## config.mk

```make
export PLATFORM = sky130hd
export DESIGN_NAME = uart_regfile
export DESIGN_NICKNAME = d
export VERILOG_FILES = /design/src/rtl/uart_rf_pkg.sv /design/src/rtl/uart_rf_cfg.sv /design/src/rtl/uart_rf_stat.sv /design/src/rtl/uart_rf_irq.sv /design/src/rtl/uart_regfile.sv
export SDC_FILE = /design/constraint.sdc
export NUM_CORES = 1
export LEC_CHECK = 0
export CAP_MARGIN = 15
export CORE_MARGIN = 2
export CORE_UTILIZATION = 37
export DETAILED_ROUTE_END_ITERATION = 8
export DONT_BUFFER_PORTS = 1
export GPL_ROUTABILITY_DRIVEN = 0
export GPL_TIMING_DRIVEN = 0
export SETUP_SLACK_MARGIN = 0.1
export SLEW_MARGIN = 25
export SYNTH_ARGS = -nofsm -noshare
export SYNTH_HDL_FRONTEND = slang
export SYNTH_SLANG_ARGS = --single-unit
export TNS_END_PERCENT = 20
```

## constraint.sdc

```tcl
create_clock -name clk -period 1.75 [get_ports clk]
set_clock_uncertainty 0.1 [all_clocks]
set_input_delay 0.175 -clock clk [delete_from_list [all_inputs] [get_ports clk]]
set_output_delay 0.175 -clock clk [all_outputs]
set_load 0.02 [all_outputs]
```

## src/rtl/uart_rf_pkg.sv

```systemverilog
package uart_rf_pkg;
  localparam int AW = 3;
  localparam int DW = 8;
  localparam int IEW = 4;
  localparam int MCW = 5;

  typedef enum logic [AW-1:0] {
    A_DATA = 3'd0, A_IER = 3'd1, A_IIR = 3'd2, A_LCR = 3'd3,
    A_MCR  = 3'd4, A_LSR = 3'd5, A_MSR = 3'd6, A_SCR = 3'd7
  } addr_e;

  typedef enum logic [3:0] {
    ID_MS = 4'h0, ID_NONE = 4'h1, ID_THRE = 4'h2,
    ID_RDA = 4'h4, ID_LS = 4'h6, ID_TO = 4'hC
  } cause_e;
endpackage

```

## src/rtl/uart_rf_cfg.sv

```systemverilog
module uart_rf_cfg
  import uart_rf_pkg::*;
#(
  parameter logic [2*DW-1:0] DIV_INIT = '0
) (
  input  logic           clk,
  input  logic           rst_n,
  input  logic           wr_en,
  input  logic           rd_en,
  input  logic [AW-1:0]  addr,
  input  logic [DW-1:0]  wdata,
  output logic [IEW-1:0] ier,
  output logic [DW-1:0]  lcr,
  output logic [MCW-1:0] mcr,
  output logic [DW-1:0]  scr,
  output logic [2*DW-1:0] divisor,
  output logic           fifo_en,
  output logic [1:0]     rx_trig,
  output logic           rx_fifo_clr,
  output logic           tx_fifo_clr,
  output logic           tx_load,
  output logic           rx_pop,
  output logic           thre_arm
);
  addr_e a;
  logic  dlab;
  assign a    = addr_e'(addr);
  assign dlab = lcr[DW-1];

  always_ff @(posedge clk) begin
    if (!rst_n) begin
      ier     <= '0;
      lcr     <= '0;
      mcr     <= '0;
      scr     <= '0;
      divisor <= DIV_INIT;
      fifo_en <= 1'b0;
      rx_trig <= '0;
    end else if (wr_en) begin
      case (a)
        A_DATA: if (dlab) divisor[DW-1:0] <= wdata;
        A_IER:  if (dlab) divisor[2*DW-1:DW] <= wdata;
                else      ier <= wdata[IEW-1:0];
        A_IIR: begin
          fifo_en <= wdata[0];
          rx_trig <= wdata[7:6];
        end
        A_LCR:  lcr <= wdata;
        A_MCR:  mcr <= wdata[MCW-1:0];
        A_SCR:  scr <= wdata;
        default: ;
      endcase
    end
  end

  assign tx_load     = wr_en && (a == A_DATA) && !dlab;
  assign rx_pop      = rd_en && (a == A_DATA) && !dlab;
  assign rx_fifo_clr = wr_en && (a == A_IIR) && wdata[1];
  assign tx_fifo_clr = wr_en && (a == A_IIR) && wdata[2];
  assign thre_arm    = wr_en && (a == A_IER) && !dlab && wdata[1] && !ier[1];

  assert_div_low_R3: assert property (@(posedge clk) disable iff (!rst_n)
    (wr_en && a == A_DATA && dlab) |=> (divisor[DW-1:0] == $past(wdata)));
  assert_ier_kept_R3: assert property (@(posedge clk) disable iff (!rst_n)
    (wr_en && a == A_IER && dlab) |=> $stable(ier));
  assert_scratch_R2: assert property (@(posedge clk) disable iff (!rst_n)
    (wr_en && a == A_SCR) |=> (scr == $past(wdata)));
  assert_clr_pulse_R5: assert property (@(posedge clk) disable iff (!rst_n)
    (rx_fifo_clr || tx_fifo_clr) |-> wr_en);
endmodule

```

## src/rtl/uart_rf_stat.sv

```systemverilog
module uart_rf_stat
  import uart_rf_pkg::*;
(
  input  logic           clk,
  input  logic           rst_n,
  input  logic           lsr_rd,
  input  logic           msr_rd,
  input  logic           ev_oe,
  input  logic           ev_pe,
  input  logic           ev_fe,
  input  logic           ev_bi,
  input  logic           rx_ready,
  input  logic           thr_empty,
  input  logic           tx_idle,
  input  logic           rx_fifo_err,
  input  logic           cts_in,
  input  logic           dsr_in,
  input  logic           ri_in,
  input  logic           dcd_in,
  input  logic [MCW-1:0] mcr,
  output logic [DW-1:0]  lsr,
  output logic [DW-1:0]  msr
);
  logic [3:0] err;
  logic [3:0] ev;
  logic [3:0] src;
  logic [3:0] lvl;
  logic [3:0] chg;
  logic [3:0] dlt;

  assign ev = {ev_bi, ev_fe, ev_pe, ev_oe};

  always_comb begin
    if (mcr[4]) src = {mcr[3], mcr[2], mcr[0], mcr[1]};
    else        src = {dcd_in, ri_in, dsr_in, cts_in};
  end

  assign chg[0] = src[0] ^ lvl[0];
  assign chg[1] = src[1] ^ lvl[1];
  assign chg[2] = lvl[2] & ~src[2];
  assign chg[3] = src[3] ^ lvl[3];

  always_ff @(posedge clk) begin
    if (!rst_n) begin
      err <= '0;
      lvl <= '0;
      dlt <= '0;
    end else begin
      err <= (lsr_rd ? 4'b0 : err) | ev;
      dlt <= (msr_rd ? 4'b0 : dlt) | chg;
      lvl <= src;
    end
  end

  assign lsr = {rx_fifo_err, tx_idle, thr_empty, err, rx_ready};
  assign msr = {lvl, dlt};

  assert_lsr_clear_R6: assert property (@(posedge clk) disable iff (!rst_n)
    (lsr_rd && ev == 4'b0) |=> (lsr[4:1] == 4'b0));
  assert_lsr_sticky_R6: assert property (@(posedge clk) disable iff (!rst_n)
    (!lsr_rd && err[1]) |=> lsr[2]);
  assert_msr_clear_R7: assert property (@(posedge clk) disable iff (!rst_n)
    (msr_rd && chg == 4'b0) |=> (msr[3:0] == 4'b0));
  assert_ri_trail_R7: assert property (@(posedge clk) disable iff (!rst_n)
    (!msr_rd && $rose(msr[6])) |-> (msr[2] == $past(msr[2])));
endmodule

```

## src/rtl/uart_rf_irq.sv

```systemverilog
module uart_rf_irq
  import uart_rf_pkg::*;
(
  input  logic           clk,
  input  logic           rst_n,
  input  logic [IEW-1:0] ier,
  input  logic           ls_any,
  input  logic           rx_ready,
  input  logic           rx_timeout,
  input  logic           thr_empty,
  input  logic           ms_any,
  input  logic           thre_arm,
  input  logic           thr_wr,
  input  logic           iir_rd,
  input  logic           fifo_en,
  input  logic           irq_gate,
  output logic [DW-1:0]  iir,
  output logic           irq
);
  logic   thre_prev;
  logic   thre_pend;
  logic   thre_set;
  logic   thre_clr;
  cause_e id;

  always_comb begin
    if (ier[2] && ls_any)                 id = ID_LS;
    else if (ier[0] && rx_timeout)        id = ID_TO;
    else if (ier[0] && rx_ready)          id = ID_RDA;
    else if (ier[1] && thre_pend)         id = ID_THRE;
    else if (ier[3] && ms_any)            id = ID_MS;
    else                                  id = ID_NONE;
  end

  assign thre_set = thr_empty && (!thre_prev || thre_arm);
  assign thre_clr = thr_wr || (iir_rd && id == ID_THRE);

  always_ff @(posedge clk) begin
    if (!rst_n) begin
      thre_prev <= 1'b1;
      thre_pend <= 1'b0;
    end else begin
      thre_prev <= thr_empty;
      thre_pend <= thre_set || (thre_pend && !thre_clr);
    end
  end

  assign iir = {fifo_en ? 2'b11 : 2'b00, 2'b00, id};
  assign irq = (id != ID_NONE) && irq_gate;

  assert_thre_clear_R10: assert property (@(posedge clk) disable iff (!rst_n)
    (iir_rd && iir[3:0] == ID_THRE && !thre_set) |=> !thre_pend);
  assert_ls_first_R9: assert property (@(posedge clk) disable iff (!rst_n)
    (ier[2] && ls_any) |-> (iir[3:0] == ID_LS));
  assert_irq_gate_R11: assert property (@(posedge clk) disable iff (!rst_n)
    irq |-> (irq_gate && !iir[0]));
endmodule

```

## src/rtl/uart_regfile.sv

```systemverilog
module uart_regfile
  import uart_rf_pkg::*;
#(
  parameter logic [15:0] DIV_INIT = 16'h0000
) (
  input  logic        clk,
  input  logic        rst_n,
  input  logic [2:0]  addr,
  input  logic        wr_en,
  input  logic        rd_en,
  input  logic [7:0]  wdata,
  output logic [7:0]  rdata,
  output logic [7:0]  tx_data,
  output logic        tx_load,
  input  logic [7:0]  rx_data,
  output logic        rx_pop,
  input  logic        rx_ready,
  input  logic        rx_timeout,
  input  logic        rx_fifo_err,
  input  logic        err_overrun,
  input  logic        err_parity,
  input  logic        err_framing,
  input  logic        err_break,
  input  logic        thr_empty,
  input  logic        tx_idle,
  input  logic        cts_in,
  input  logic        dsr_in,
  input  logic        ri_in,
  input  logic        dcd_in,
  output logic [15:0] divisor,
  output logic [1:0]  word_len,
  output logic        two_stop,
  output logic        parity_en,
  output logic        parity_even,
  output logic        parity_stick,
  output logic        send_break,
  output logic        fifo_en,
  output logic [1:0]  rx_trig,
  output logic        rx_fifo_clr,
  output logic        tx_fifo_clr,
  output logic        dtr,
  output logic        rts,
  output logic        loopback,
  output logic        irq
);
  addr_e          a;
  logic [IEW-1:0] ier;
  logic [DW-1:0]  lcr;
  logic [MCW-1:0] mcr;
  logic [DW-1:0]  scr;
  logic [DW-1:0]  lsr;
  logic [DW-1:0]  msr;
  logic [DW-1:0]  iir;
  logic           thre_arm;
  logic           dlab;

  assign a    = addr_e'(addr);
  assign dlab = lcr[7];

  uart_rf_cfg #(.DIV_INIT(DIV_INIT)) u_cfg (
    .clk(clk), .rst_n(rst_n), .wr_en(wr_en), .rd_en(rd_en), .addr(addr),
    .wdata(wdata), .ier(ier), .lcr(lcr), .mcr(mcr), .scr(scr),
    .divisor(divisor), .fifo_en(fifo_en), .rx_trig(rx_trig),
    .rx_fifo_clr(rx_fifo_clr), .tx_fifo_clr(tx_fifo_clr),
    .tx_load(tx_load), .rx_pop(rx_pop), .thre_arm(thre_arm)
  );

  uart_rf_stat u_stat (
    .clk(clk), .rst_n(rst_n),
    .lsr_rd(rd_en && a == A_LSR), .msr_rd(rd_en && a == A_MSR),
    .ev_oe(err_overrun), .ev_pe(err_parity), .ev_fe(err_framing),
    .ev_bi(err_break), .rx_ready(rx_ready), .thr_empty(thr_empty),
    .tx_idle(tx_idle), .rx_fifo_err(rx_fifo_err), .cts_in(cts_in),
    .dsr_in(dsr_in), .ri_in(ri_in), .dcd_in(dcd_in), .mcr(mcr),
    .lsr(lsr), .msr(msr)
  );

  uart_rf_irq u_irq (
    .clk(clk), .rst_n(rst_n), .ier(ier), .ls_any(|lsr[4:1]),
    .rx_ready(rx_ready), .rx_timeout(rx_timeout), .thr_empty(thr_empty),
    .ms_any(|msr[3:0]), .thre_arm(thre_arm), .thr_wr(tx_load),
    .iir_rd(rd_en && a == A_IIR), .fifo_en(fifo_en), .irq_gate(mcr[3]),
    .iir(iir), .irq(irq)
  );

  always_comb begin
    case (a)
      A_DATA:  rdata = dlab ? divisor[7:0] : rx_data;
      A_IER:   rdata = dlab ? divisor[15:8] : {{(DW-IEW){1'b0}}, ier};
      A_IIR:   rdata = iir;
      A_LCR:   rdata = lcr;
      A_MCR:   rdata = {{(DW-MCW){1'b0}}, mcr};
      A_LSR:   rdata = lsr;
      A_MSR:   rdata = msr;
      default: rdata = scr;
    endcase
  end

  assign tx_data      = wdata;
  assign word_len     = lcr[1:0];
  assign two_stop     = lcr[2];
  assign parity_en    = lcr[3];
  assign parity_even  = lcr[4];
  assign parity_stick = lcr[5];
  assign send_break   = lcr[6];
  assign loopback     = mcr[4];
  assign dtr          = mcr[0] && !mcr[4];
  assign rts          = mcr[1] && !mcr[4];

  assert_loop_pins_R8: assert property (@(posedge clk) disable iff (!rst_n)
    loopback |-> (!dtr && !rts));
  assert_fifo_id_R5: assert property (@(posedge clk) disable iff (!rst_n)
    (rd_en && a == A_IIR && fifo_en) |-> (rdata[7:6] == 2'b11));
endmodule

```

## Word-level counts from Yosys, hierarchy flattened

Index checks and enable logic that the tools add are counted.

| storage, ports and cells | value |
|---|---|
| word-level logic and storage cells | 85 |
| register bits after elaboration | 58 |
| output and inout bits | 50 |
| bits of input ports | 36 |

| operators by class | value |
|---|---|
| muxes and demuxes | 12 |
| eq/ne operators | 9 |
| reductions and logical operators | 43 |
| bitwise gates (word level) | 8 |

Operators by type and width:

| kind | number |
|---|---|
| $pmux 8 s7 | 1 |
| $mux 4 | 7 |
| $logic_and 1x1->1 | 25 |
| $mux 8 | 2 |
| $eq 3x3->1 const B | 4 |
| $reduce_and 3->1 | 3 |
| $or 4x4->4 | 2 |
| $reduce_and 2->1 | 4 |
| $reduce_or 4->1 | 2 |
| $eq 3x2->1 const B | 2 |
| $logic_not 1->1 | 5 |
| $eq 4x2->1 const B | 1 |
| $ne 4x1->1 const B | 1 |
| $eq 3x1->1 const B | 1 |
| $logic_not 3->1 | 1 |
| $logic_or 1x1->1 | 3 |
| $xor 1x1->1 | 3 |
| $mux 2 | 1 |
| $not 1->1 | 2 |
| $and 1x1->1 | 1 |
| $mux 1 | 1 |

## Depth between registers and ports, before layout

Gate-level depths: netlist of run 1.

| depth | value |
|---|---|
| word-level depth | 13 |
| mapped depth | 7 |
| depth with buffers taken out | 4 |

## By module

A second synthesis of run 1 with hierarchy kept.

| unflattened totals | value |
|---|---|
| cells, all modules | 371 |
| area, all modules | 3269.4 um^2 |

By module, submodules not included:

| module | instances | sequential area each (um^2) | area each (um^2) | cells each |
|---|---|---|---|---|
| uart_rf_cfg | 1 | 880.8 | 1752.9 | 188 |
| uart_regfile | 1 | 0.0 | 854.6 | 114 |
| uart_rf_stat | 1 | 240.2 | 498.0 | 46 |
| uart_rf_irq | 1 | 40.0 | 163.9 | 23 |

## Least setup slack after synthesis of run 1

Ideal clock, no wire load.

| path | value |
|---|---|
| path type | register to output |
| start | reg u_cfg.lcr[7] |
| end | out rdata[7] |
| required time | 1.475 ns |
| data arrival time | 1.376 ns |
| path slack | 0.099 ns |
| cell stages (with the launch flop) | 6 |
| buffers on the path | 1 |
| cell sequence | dfxtp_1 buf_6 mux2_2 a211oi_1 a31oi_1 o22a_1 |

| on the way | value |
|---|---|
| cells in the longest elaborated chain, start to end | 2 |
| elaborated cells on any way between the ends | 3 |
| classes of those cells | mux (3) |

RTL lines:

| element | RTL line | text |
|---|---|---|
| from (decl) | uart_rf_cfg.sv:13 | `output logic [DW-1:0] lcr,` |
| from (signal assigned) | uart_rf_cfg.sv:48 | `A_LCR: lcr <= wdata;` |
| $mux 8, on equally long branches | uart_regfile.sv:89, uart_regfile.sv:88 |  |
| $pmux 8 s7 (*) | uart_regfile.sv:87 | `case (a)` |
| to (decl) | uart_regfile.sv:12 | `output logic [7:0] rdata,` |

Every way passes the cells marked *; elsewhere a longest branch is shown, timed or not.

## Worst setup path in the final report of run 1

| path | value |
|---|---|
| start | reg u_cfg.lcr[7] |
| end | out rdata[0] |

Same word-level chain as after synthesis.

==> metrics.csv, run 1 <==
metric;value;unit
status;finished, violations left;
violated checks;setup timing;
delay-heaviest family, CP;compound AO/OA/AOI/OAI gates;
vias;2849;
final setup fails;9;
total gr overflow;0;
Post-synth EDFFs;0;
initial antenna violation count;1;
Final HPWL DP;7.67;mm
max-slew violations;0;
die extent in y;97.5;um
die area;0.00951;mm2
CP Capture Type;output port;
Async SR Flop Fraction;0;%
CTS buffer count;9;
Largest stage delay, worst path;430;ps
sequential share of the synthesized area;35.9;%
pre-CTS setup slack;-251;ps
IO buf count;0;
Clock Root Buffer;clkbuf_8;
Final period util;116;%
cell chain of the critical path;mux2_4, o211ai_1, a21oi_1, o32a_4;
htree depth;3;
Synth Flop Type;dfxtp_1;
kind of critical path;reg -> out;
CP Data Arrival Time;1750;ps
CTS tree;built;
gr usage total;22.9;%
Max VDD drop;0.379;mV
Hold Vio Cnt, Final;0;
die width;97.5;um
clock sinks;58;
Clock Path Buffers;2;
vias per cell;5.60;
WHS;12.0;ps
fmax;0.493;GHz
Hold Crit Class;in -> reg;
synthesized area per cell;8.91;um2
post-synthesis instance total;363;
Reg clk slew, reported paths;70;ps
cell taking the most area after synthesis;dfxtp_1;
Synth cell types;51;
Tmin final;2030;ps
top-count cell post-synth;dfxtp_1;
I/O pins;86;
FF+latch count, synth;58;
fin nets;432;
Critical Path RT;1470;ps
Synth top area share;35.9;%
CP Max Fanout;4;
post-route ant nets;0;
top area cells in the synthesized netlist;dfxtp_1, mux2i_1, nor2b_1;
WP buf/inv;0;
Cell Area, Synth;0.00323;mm2
RSZ-0062 raised after global routing;yes;
core area;0.00859;mm2
Initial DRT Pass Iterations;4;
Startpoint Class;register;
Row Count;34;
YS warnings;0;
most frequent cells after synthesis;dfxtp_1, nand2_1, nor2b_1, mux2i_1, a21boi_0;
Slew @ Worst Pin;648;ps
initial core utilization;37.6;%
routed wire length per instance;21.4;um
final routed DRC violation total;0;
vias in the first global route;2803;
area grow syn2layout;22.0;%
setup ws final;-278;ps
detailed router's first-iteration violation count;323;
relative slew slack;56.7;%
Worst path slowest cell;o32a_4;
largest net degree at the start of global routing;11;
layout cell share with drive strength beyond 1;22.5;%
power per cell area;821;mW/mm2
final WL;10.9;mm
Syn Nets;399;
LEAKAGE;1.44;nW
wire length of the first global-routing pass;16.6;mm
max-cap violations;0;
worst skew pair latency;340;ps
[power breakdown]
group | switching [W] | leakage (nW) | internal, W
registers | 0.0000476 | 0.476 | 0.00136
logic | 0.000265 | 0.853 | 0.000197
clock network | 0.000530 | 0.115 | 0.000845
[final cells by class]
class,count,area [um2]
diodes,1,2.50
plain buffers,37,284
clock buffers,14,193
clock inverters,1,30.0
fillers,846,4650
inverters,2,7.51
multi-input cells,266,1910
flip-flops and latches,58,1170
well taps,108,135
repair buffers,22,211
[tightest hold or removal path, delay by kind of cell]
kind	cells	cell delay [ps]
compound gates	2	190
simple gates	1	60
[registers in the layout, indices dropped and copies added (netlist names), 2 cells and up]
signal         flops
u_cfg.divisor     16
u_cfg.lcr          8
u_cfg.scr          8
u_cfg.mcr          5
u_cfg.ier          4
u_stat.dlt         4
u_stat.err         4
u_stat.lvl         4
u_cfg.rx_trig      2
[worst paths after layout]
check	endpoint	cells after the start	start	slack (ps)
worst max-delay path	rdata[0]	4	u_cfg.lcr[7]	-280
worst min register to register	u_cfg.scr[7]	2	u_cfg.scr[7]	360
worst max register to register	u_cfg.divisor[12]	6	u_cfg.lcr[7]	210
worst min-delay path	u_irq.thre_pend	3	rd_en	10
[logic make-up after synthesis]
group | share of synthesized area, %
xor+xnor | 0.813
mux | 13.0
simple gates | 25.8
compound gates | 16.3
buf+inv | 8.28
flops | 35.9
[through the flow]
stage | power, W | cells | util, % | instance area, um2 | TNS, ps
final | 0.00324 | 509 | 45.9 | 3950 | -2120
after global routing | 0.00335 | 508 | 45.9 | 3940 | -2650
after CTS | 0.00325 | 508 | 45.3 | 3900 | -2290
after detailed placement | 0.00180 | 471 | 39.2 | 3370 | -843
after global placement | 0.00180 | 471 | 39.2 | 3370 | -819
after floorplan | 0.00171 | 363 | - | 3240 | 0
[layout by cell type (no fill, tap or decap), types with 6 or more instances in the layout]
| master | netlist | layout |
|---|---|---|
| nand2_1 | 56 | 56 |
| dfxtp_1 | 58 | 50 |
| nor2b_1 | 40 | 40 |
| mux2i_1 | 34 | 33 |
| a21boi_0 | 18 | 18 |
| buf_4 | 14 | 17 |
| dlygate4sd3_1 | 0 | 17 |
| clkbuf_8 | 0 | 14 |
| a21oi_1 | 15 | 13 |
| nand3_1 | 10 | 10 |
| o21ai_0 | 13 | 10 |
| nor2_1 | 10 | 9 |
| buf_6 | 8 | 8 |
| clkbuf_1 | 8 | 8 |
| dfxtp_2 | 0 | 7 |
| buf_2 | 7 | 6 |
[layer usage]
| layer | track usage [%] | vias up | part of all wire (%) | wire [um] |
|---|---|---|---|---|
| met5 | 0 | - | 0 | 0 |
| met4 | 8.76 | 0 | 2.5 | 273 |
| met3 | 7.48 | 21 | 10 | 1130 |
| met2 | 35.5 | 129 | 46 | 4970 |
| met1 | 29.4 | 1364 | 42 | 4520 |
| li1 | - | 1335 | - | - |
[repair_timing]
item | CTS | global route
endpoints found under the setup margin | 11 | 11
endpoints found under the hold margin | 54 | 0
resized for setup | 30 | 12
setup buffers | 5 | 0
pin swaps | 11 | 7
hold buffers | 17 | 0
Power figures use the tool's default switching activity.
==> inputs of run 2 (changes only) <==
==> constraint.sdc (replaced) <==
create_clock -name clk -period 1.9 [get_ports clk]
set_clock_uncertainty 0.1 [all_clocks]
set_input_delay 0.285 -clock clk [delete_from_list [all_inputs] [get_ports clk]]
set_output_delay 0.285 -clock clk [all_outputs]
set_load 0.02 [all_outputs]
==> metrics.csv, run 2 (synthesis results as in run 1) <==
metric;value;unit;change
status;finished, violations left;;
violated checks;setup timing;;
fin cells;506;;-0.59%
IO buf count;0;;unchanged
number of flip-flops in the largest register;16;;unchanged
Largest stage delay, worst path;460;ps;+30 ps
worst skew pair latency;350;ps;about the same
Startpoint Class;register;;
most common cell after layout, fill and taps aside;nand2_1;;
relative slew slack;61.3;%;+4.6 points
Hold Vio Cnt, Final;0;;unchanged
Worst path slowest cell;o32a_2;;
final WL;10.9;mm;-0.28%
CP Data Arrival Time;1790;ps;+40 ps
routed wire length per instance;21.5;um;+0.32%
LEAKAGE;1.41;nW;-2.6%
Inst Count DP;471;;unchanged
core area;0.00859;mm2;unchanged
die width;97.5;um;unchanged
htree depth;3;;unchanged
Reg clk slew, reported paths;70;ps;about the same
final setup fails;9;;unchanged
CTS buffer count;9;;unchanged
largest net degree at the start of global routing;11;;unchanged
Critical Path RT;1510;ps;+40 ps
CTS tree;built;;
gr usage total;23.0;%;+0.16 points
max-cap violations;0;;unchanged
Tmin final;2170;ps;
Final HPWL DP;7.73;mm;+0.69%
setup ws final;-271;ps;+6.23 ps
pre-CTS setup slack;-222;ps;+28.5 ps
layout cell share with drive strength beyond 1;21.2;%;-1.3 points
Internal;0.00210;W;-12%
Row Count;34;;unchanged
Total Power;0.00288;W;-11%
Initial DRT Pass Iterations;6;;+2
die extent in y;97.5;um;unchanged
fin nets;428;;-0.93%
I/O pins;86;;unchanged
most frequent cells in the layout;nand2_1, dfxtp_1, nor2b_1;;
Clock Root Buffer;clkbuf_8;;
Clock Path Buffers;2;;unchanged
vias in the first global route;2850;;+1.7%
Regs by FF count;u_cfg.divisor: 16 flops, u_cfg.lcr: 8 flops, u_cfg.scr: 8 flops;;
fmax;0.461;GHz;
Hold Crit Class;in -> reg;;
Sw Pwr;0.000774;W;-8.2%
Reg power frac;45.0;%;+1.7 points
cell chain of the critical path;mux2_4, o211ai_1, a21oi_1, o32a_2;;
CP Capture Type;output port;;
initial core utilization;37.6;%;unchanged
power per cell area;742;mW/mm2;-9.6%
detailed router's first-iteration violation count;328;;+1.5%
initial antenna violation count;1;;unchanged
vias per cell;5.62;;+0.35%
vias;2842;;-0.25%
Most flops, register;u_cfg.divisor;;
Final period util;114;%;
CP Max Fanout;4;;unchanged
clock sinks;58;;unchanged
switching share of power;26.9;%;+0.91 points
max-slew violations;0;;unchanged
Slew @ Worst Pin;579;ps;-69.0 ps
wire length of the first global-routing pass;16.8;mm;+1.3%
Max VDD drop;0.294;mV;-23%
combinational power share;14.2;%;about the same
die area;0.00951;mm2;unchanged
area grow syn2layout;19.8;%;
Clk network pwr share;40.8;%;-1.6 points
post-route ant nets;0;;unchanged
Fin Setup TNS;-1960;ps;+164 ps
kind of critical path;reg -> out;;
RSZ-0062 raised after global routing;yes;;
total gr overflow;0;;unchanged
final routed DRC violation total;0;;unchanged
==> run 2: changes by cell type in the layout (fill, tap and decap cells not counted), sizes merged <==
| cell | change |
|---|---|
| dlygate4sd3 | -4 |
| buf | +1 |
| clkbuf | -1 |
| clkinv | +1 |
==> run 2: final cells by class <==
class                      count  area (um2)
tap                          108         135
fill                         849        4720
clock buffer                  14         163
antenna                        1        2.50
inverter                       2        7.51
sequential                    58        1170
buffer                        37         277
timing repair buffer          18         168
clock inverter                 2        35.0
multi-input combinational    266        1920
==> run 2: stage by stage <==
stage | hold WS (ps) | util (%) | area [um2]
2_1_floorplan | 286 | - | 3230
3_3_place_gp | 288 | 39.2 | 3370
3_5_place_dp | 292 | 39.2 | 3370
4_1_cts | 1.65 | 44.2 | 3790
5_1_grt | 4.39 | 45.1 | 3870
6_report | 2.89 | 45.1 | 3870
==> run 2: worst max-delay path, delay by kind of cell (launching register included) <==
kind               cells  cell delay (ps)
muxes                  1              310
AOI/OAI and AO/OA      3              740
DFF                    1              390
==> run 2: repair_timing <==
| item | 4_1_cts | 5_1_grt |
|---|---|---|
| hold buffers | 13 | 0 |
| endpoints found under the setup margin | 11 | 11 |
| gates resized for setup | 26 | 12 |
| pin swaps | 10 | 6 |
| cloned | 0 | 0 |
| endpoints found under the hold margin | 25 | 0 |
| setup buffers | 3 | 2 |
==> run 2: path summary, 6_finish.rpt <==
| path | start | cells after the start | slack [ps] | endpoint |
|---|---|---|---|---|
| setup / recovery | u_cfg.lcr[7] | 4 | -270 | rdata[0] |
| setup reg to reg | u_cfg.mcr[4] | 5 | 390 | u_stat.dlt[1] |
| hold reg to reg | u_cfg.scr[7] | 2 | 360 | u_cfg.scr[7] |
| hold / removal | wdata[6] | 2 | 3 | u_cfg.divisor[6] |
==> run 2: power groups by stage <==
stage	registers (W)	clock network [W]	logic, W
floorplan	0.00130	0	0.000275
global placement	0.00132	0	0.000338
detailed placement	0.00132	0	0.000341
CTS	0.00129	0.00119	0.000389
global route	0.00130	0.00125	0.000436
finish	0.00129	0.00117	0.000407
==> run 2: routing by layer <==
| metal | up-vias | global-route usage (%) | part of all wire, % |
|---|---|---|---|
| li1 | 1322 | - | - |
| met1 | 1350 | 29.7 | 41 |
| met2 | 137 | 35.6 | 46 |
| met3 | 33 | 7.99 | 9.9 |
| met4 | 0 | 8.23 | 3.0 |
| met5 | - | 0 | 0 |
